<file path="src/rtl/usb_frame_timer.sv">
module usb_frame_timer #(
  parameter int IW = 16,
  parameter int FW = 11,
  parameter logic [15:0] RST_INTV = 16'hEA60,
  parameter logic [15:0] INTV_48M = 16'd48000,
  parameter logic [15:0] INTV_6M  = 16'd6000,
  parameter logic [15:0] INTV_HS  = 16'd7500
) (
  input  logic          clk,
  input  logic          rst_n,
  input  logic          wr_en,
  input  logic [IW:0]   wr_data,
  input  logic          port_en,
  input  logic          hs_mode,
  input  logic [1:0]    clk_sel,
  output logic          sof,
  output logic [FW-1:0] frame_num,
  output logic [31:0]   intv_rd,
  output logic [IW-1:0] act_intv
);

  logic          rld, prog_vld, pen_q, run, first_done;
  logic [IW-1:0] prog, cnt, dflt, cur;

  function automatic logic [IW-1:0] ld(input logic [IW-1:0] v);
    return (v == '0) ? '0 : v - 1'b1;
  endfunction

  always_comb begin
    case (clk_sel)
      2'd0:    dflt = IW'(INTV_48M);
      2'd1:    dflt = IW'(INTV_6M);
      2'd2:    dflt = hs_mode ? IW'(INTV_HS) : IW'(RST_INTV);
      default: dflt = IW'(RST_INTV);
    endcase
  end

  assign cur     = prog_vld ? prog : dflt;
  assign sof     = run && (cnt == '0);
  assign intv_rd = 32'({rld, cur});

  always_ff @(posedge clk or negedge rst_n) begin
    if (!rst_n) begin
      rld        <= 1'b0;
      prog       <= IW'(RST_INTV);
      prog_vld   <= 1'b0;
      pen_q      <= 1'b0;
      run        <= 1'b0;
      first_done <= 1'b0;
      cnt        <= '0;
      frame_num  <= '0;
      act_intv   <= IW'(RST_INTV);
    end else begin
      pen_q <= port_en;
      if (wr_en) begin
        if (port_en) begin
          prog     <= wr_data[IW-1:0];
          prog_vld <= 1'b1;
        end else begin
          rld <= wr_data[IW];
        end
      end
      if (!port_en) begin
        run        <= 1'b0;
        first_done <= 1'b0;
        cnt        <= '0;
        frame_num  <= '0;
      end else if (!pen_q) begin
        run      <= 1'b1;
        act_intv <= cur;
        cnt      <= ld(cur);
      end else if (sof) begin
        frame_num  <= frame_num + 1'b1;
        first_done <= 1'b1;
        if (rld || !first_done) begin
          act_intv <= cur;
          cnt      <= ld(cur);
        end else begin
          cnt <= ld(act_intv);
        end
      end else begin
        cnt <= cnt - 1'b1;
      end
    end
  end

  p_frame_step_r6: assert property (@(posedge clk) disable iff (!rst_n)
    (sof && port_en && pen_q) |=> frame_num == $past(frame_num) + 1'b1);

  p_frame_hold_r6: assert property (@(posedge clk) disable iff (!rst_n)
    (run && port_en && !sof) |=> $stable(frame_num));

  p_clear_r7: assert property (@(posedge clk) disable iff (!rst_n)
    !port_en |=> (frame_num == '0) && !sof);

  p_no_midframe_r8: assert property (@(posedge clk) disable iff (!rst_n)
    (run && port_en && !sof) |=> $stable(act_intv));

  p_drop_write_r3: assert property (@(posedge clk) disable iff (!rst_n)
    (wr_en && !port_en) |=> $stable(prog) && $stable(prog_vld));

  p_rld_fixed_r4: assert property (@(posedge clk) disable iff (!rst_n)
    port_en |=> $stable(rld));

endmodule

</file>
<file path="config.mk">
export PLATFORM = sky130hd
export DESIGN_NAME = usb_frame_timer
export DESIGN_NICKNAME = d
export VERILOG_FILES = /design/src/rtl/usb_frame_timer.sv
export SDC_FILE = /design/constraint.sdc
export NUM_CORES = 1
export LEC_CHECK = 0
export ABC_AREA = 1
export CORE_ASPECT_RATIO = 0.9
export CORE_MARGIN = 2
export CORE_UTILIZATION = 53
export DETAILED_ROUTE_END_ITERATION = 12
export PLACE_DENSITY = 0.78
export SLEW_MARGIN = 30
export SYNTH_ARGS = -nofsm -noshare
export SYNTH_HDL_FRONTEND = slang
export SYNTH_SLANG_ARGS = --single-unit
</file>
<file path="constraint.sdc">
create_clock -name clk -period 2.54 [get_ports clk]
set_clock_uncertainty 0.15 [all_clocks]
set_input_delay 0.508 -clock clk [delete_from_list [all_inputs] [get_ports clk]]
set_output_delay 0.508 -clock clk [all_outputs]
set_load 0.02 [all_outputs]
</file>
-- After elaboration in Yosys (flattened, before gate mapping)
Index checks and enable logic that the tools add are counted.
- $add $sub $neg: 4
- multiply operators: 0
- divide/modulo/power cells: 0
- magnitude comparators: 0
- eq/ne operators: 7
- shifts and indexed selects: 0
- mux-type cells: 20
- bitwise gates (word level): 1
- reduce and logical (&&, ||, !) cells: 11
- operator list (kind ; number):
    16-bit 2-to-1 mux ; 11
    16-bit logical NOT ; 3
    16-bit one-hot mux with 3 select lines ; 1
    16-bit by 1-bit subtractor with 16-bit output, second input constant ; 3
    11-bit 2-to-1 mux ; 3
    11-bit by 1-bit adder with 11-bit output, second input constant ; 1
    2-bit by 1-bit != test with 1-bit output, second input constant ; 3
    2-bit AND reduction ; 3
    1-bit 2-to-1 mux ; 5
    2-bit != test, second input constant ; 2
    3-bit AND reduction ; 1
    2-bit by 1-bit == test with 1-bit output, second input constant ; 1
    2-bit == test, second input constant ; 1
    2-bit logical NOT ; 1
    1-bit logical AND ; 1
    1-bit logical NOT ; 1
    1-bit logical OR ; 1
    1-bit inverter ; 1
- flip-flop bits (word level): 64
- bits in latches: 0
- memory bits (writable): 0
- ROM bits: 0
- bits of input ports: 24
- word-level logic and storage cells: 52
- memories kept: 0

-- Depth between registers and ports, before layout
- depth in word-level cells: 9
- mapped depth: 14
- gate-level depth less buffers: 14

-- Worst setup path after synthesis
No wires, ideal clock.
- path kind: register to output
- start: reg cnt[0]
- end: out sof
- arrival time: 1.529 ns
- data required time: 1.882 ns
- slack: 0.353 ns
- stages on the path, launching flop included: 9
- cells stage by stage: dfrtp_1 > inv_1 > ha_1 > nand4_1 > nor2_1 > nand3_1 > nor3_2 > nand3_1 > inv_1
- word-level cells in the longest chain between the ends: 2
- ends and longest elaborated chain (what ; line ; RTL):
    start: declaration ; 23 ; logic [IW-1:0] prog, cnt, dflt, cur;
    start signal: assignment ; 71 ; cnt <= ld(cur);
    start signal: assignment ; 77 ; cnt <= ld(cur);
    start signal: assignment ; 79 ; cnt <= ld(act_intv);
    16-bit logical NOT ; 39 ; assign sof = run && (cnt == '0);
    1-bit logical AND ; 39 ;
    end: declaration ; 16 ; output logic sof,
No other way between the ends.

-- Final worst setup path
Same ends and word-level chain as after synthesis.

==> results.txt <==
Status = complete, but fails checks
Failing checks = negative setup slack
Clk sink count = 64
Worst R2R Path Depth = 9
Tcrit/Tclk final = 102.0%
Yosys warnings = 0
Pins Over Slew Limit = 0
Pre-CTS WS = -298.3 ps
Final min period = 2590 ps
Drt drc = 0
Critical Path Fanout Max = 2
Clk_lat worst skew = 350 ps
Number of global-route vias before repair = 4388
Clk pwr share = 25.1%
Fin. Hold Viols = 0
Cell internal pwr = 2.085 mW
Post-Route Setup TNS = -50.19 ps
Layout cells sized above 1 = 19.61%
Fillers = 720
Core Box Area = 8448 um^2
Leak = 2.897 nW
I/O Buffers = 68
Crit end category = output port
Via Count = 4642
Req. time, crit path = 1880 ps
Worst IR drop on VDD = 0.0004661 V
Row count = 32
RR Endpoint = frame_num[6]
Seq/Total Area, Yosys = 35.60%
RSZ-0062 raised after global routing = yes
R2R setup slack = 150 ps
Initial Utilization = 53.84%
Seq pwr share = 37.6%
First-pass DRT Iterations = 5
Final setup viols = 1
ANT cells = 0
P per Cell Area = 574.3 nW/um^2
Root Driver = clkbuf_8
Switching share of total power = 38.65%
Cell count of the worst hold path = 2
Hold crit path type = reg -> reg
Largest cells by area after synthesis = dfrtp_1, nand2_1, dfstp_2, nor2_1, nand3_1
Switch Pwr = 1.314 mW
Post-synth EDFFs = 0
Synth-to-Final Area Change = 30.10%
CTS tree = built
First-pass GRT wire length = 20960 um
Pin count of the biggest net entering global routing = 33
Register area = 1620 um^2
Crit path kind = reg -> out
Cell count after synthesis = 637
Type of element launching the critical path = flop
Nets@finish = 795
Chip height = 91.88 um
Initial antenna violation count = 0
Mapped Area = 4548 um^2
Die Width = 101.6 um
CTS HTree Levels = 3
Number of I/O pins = 84
HPWL Detailed = 10400 um
Register clock-pin slew on the reported worst setup and hold paths = 90 ps
Comb pwr share = 37.4%
Syn avg cell area = 7.140 um^2
Top FF cell, synth = dfrtp_1
Routed wire per std cell = 14.76 um
Rel. slew slack = 56.04%
Total die area = 9339 um^2
Post-synth top area share = 27.51%
Cell variety after synth = 43
Worst Max-Slew Pin Slew = 653.3 ps
Post-synth top area cell = dfrtp_1
Gr usage total = 29.22%
Critical Path AT = 1930 ps
CP Launch Point = cnt[0]
DRT antenna net count = 0
DRT iter0 DRCs = 284
Reg-to-Reg Start = cnt[0]
Grt total ovfl = 0
Achievable Freq = 386.1 MHz
Multi-input logic area = 2500 um^2
Max Cap Viol = 0
Crit path capture = sof
Async SR Flop Fraction = 100.0%
RePlAce Congestion = 0.9289
Fin worst setup slack = -50.19 ps
FF+latch count, synth = 64
Post-DR vias/cell = 5.222
Tot Pwr = 3.398 mW
CTS Buf Count = 9
Drt total wl = 13120 um
Max clock buf depth = 2
worst max-delay path: stages (launching register included):
cell,delay [ps]
dfrtp_1,410
inv_2,80
ha_4,130
nand4_1,140
nor2_2,180
nand3_2,110
nor3_2,190
nand3_1,130
inv_2,90
buf_6,110
flip-flops by register name (all words and copies together), names as in the netlist:
signal      count
first_done      1
frame_num      11
act_intv       16
cnt            16
prog           16
prog_vld        1
rld             1
run             1
pen_q           1
layout make-up:
| cell class | instances | area share [%] |
|---|---|---|
| multi-input cells | 478 | 42.25 |
| flip-flops and latches | 64 | 27.38 |
| repair buffers | 134 | 19.62 |
| inverters | 78 | 5.054 |
| well taps | 119 | 2.516 |
| clock buffers | 10 | 2.326 |
| clock inverters | 6 | 0.8458 |
kinds of logic (layout without fill, tap and decap cells):
group,Yosys count,count (layout),synth area share (%)
fa+ha+maj,6,6,1.651
other cells,1,15,0.08245
flops,64,64,35.60
xor+xnor,37,37,7.125
compound gates,65,65,7.758
simple gates,347,347,34.47
mux,8,8,1.981
buf+inv,109,228,11.33
routing by layer:
metal,vias up,GRT usage [%],part of all wire [%]
met4,0,8.896,1.6
li1,2268,-,-
met2,180,48.19,49
met3,17,5.640,5.8
met5,-,0,0
met1,2177,38.65,43
power by group through the flow:
stage	Clock [mW]	Combinational, mW	Sequential, mW
after floorplan	0	0.688	1.32
after global placement	0	1.23	1.29
after detailed placement	0	1.26	1.29
after CTS	0.871	1.24	1.27
after global routing	0.914	1.39	1.29
final	0.851	1.27	1.28
synthesized netlist by cell type, types with 2 or more instances:
cell	instances
a21oi_1	25
buf_2	2
buf_4	19
buf_6	4
clkbuf_1	5
dfrtp_1	50
dfstp_2	14
ha_1	6
inv_1	74
inv_2	2
mux2_2	8
nand2_1	154
nand2_2	5
nand3_1	57
nand3b_1	2
nand4_1	21
nor2_1	80
nor2_2	3
nor2_4	3
nor3_1	8
nor3_2	2
o21ai_0	22
o21ai_1	8
o21ai_2	2
o22ai_1	6
or2_2	3
xnor2_1	8
xor2_1	29
how the worst min path moves through the flow:
| stage | startpoint | to | slack, ps |
|---|---|---|---|
| 2_1_floorplan | rst_n | act_intv[0] | 60 |
| 6_report | prog[14] | prog[14] | 340 |
| 4_1_cts | prog[14] | prog[14] | 340 |
| 3_5_place_dp | prog[14] | prog[14] | 320 |
| 3_3_place_gp | prog[5] | prog[5] | 320 |
| 5_1_grt | prog[11] | prog[11] | 350 |
cell usage in the layout (no fill, tap or decap), types with 15 or more instances in the layout:
cell type and count:
nand2_1 152, conb_1 15, dfrtp_1 49, clkdlybuf4s50_1 48, nand3_1 56, nand4_1 21
buf_4 63, xor2_1 29, nor2_1 77, o21ai_0 20, a21oi_1 25, inv_1 71
metrics by stage:
step                      utilization (%)  cell area [um^2]  cells  hold WS, ps
final                               70.04              5917    889        335.0
after global routing                70.04              5917    889        351.9
after CTS                           69.25              5851    884        335.4
after detailed placement            67.09              5668    867        322.3
after global placement              67.09              5668    867        320.4
after floorplan                         -              4601    651        62.41
timing repair:
| action | CTS | global route |
|---|---|---|
| setup buffers | 0 | 5 |
| endpoints found under the hold margin | 14 | 0 |
| hold buffers | 1 | 0 |
| endpoints found under the setup margin | 17 | 39 |
| pin swaps | 0 | 8 |
| resized for setup | 21 | 34 |
Note: power is estimated with default switching activity, not from simulation.
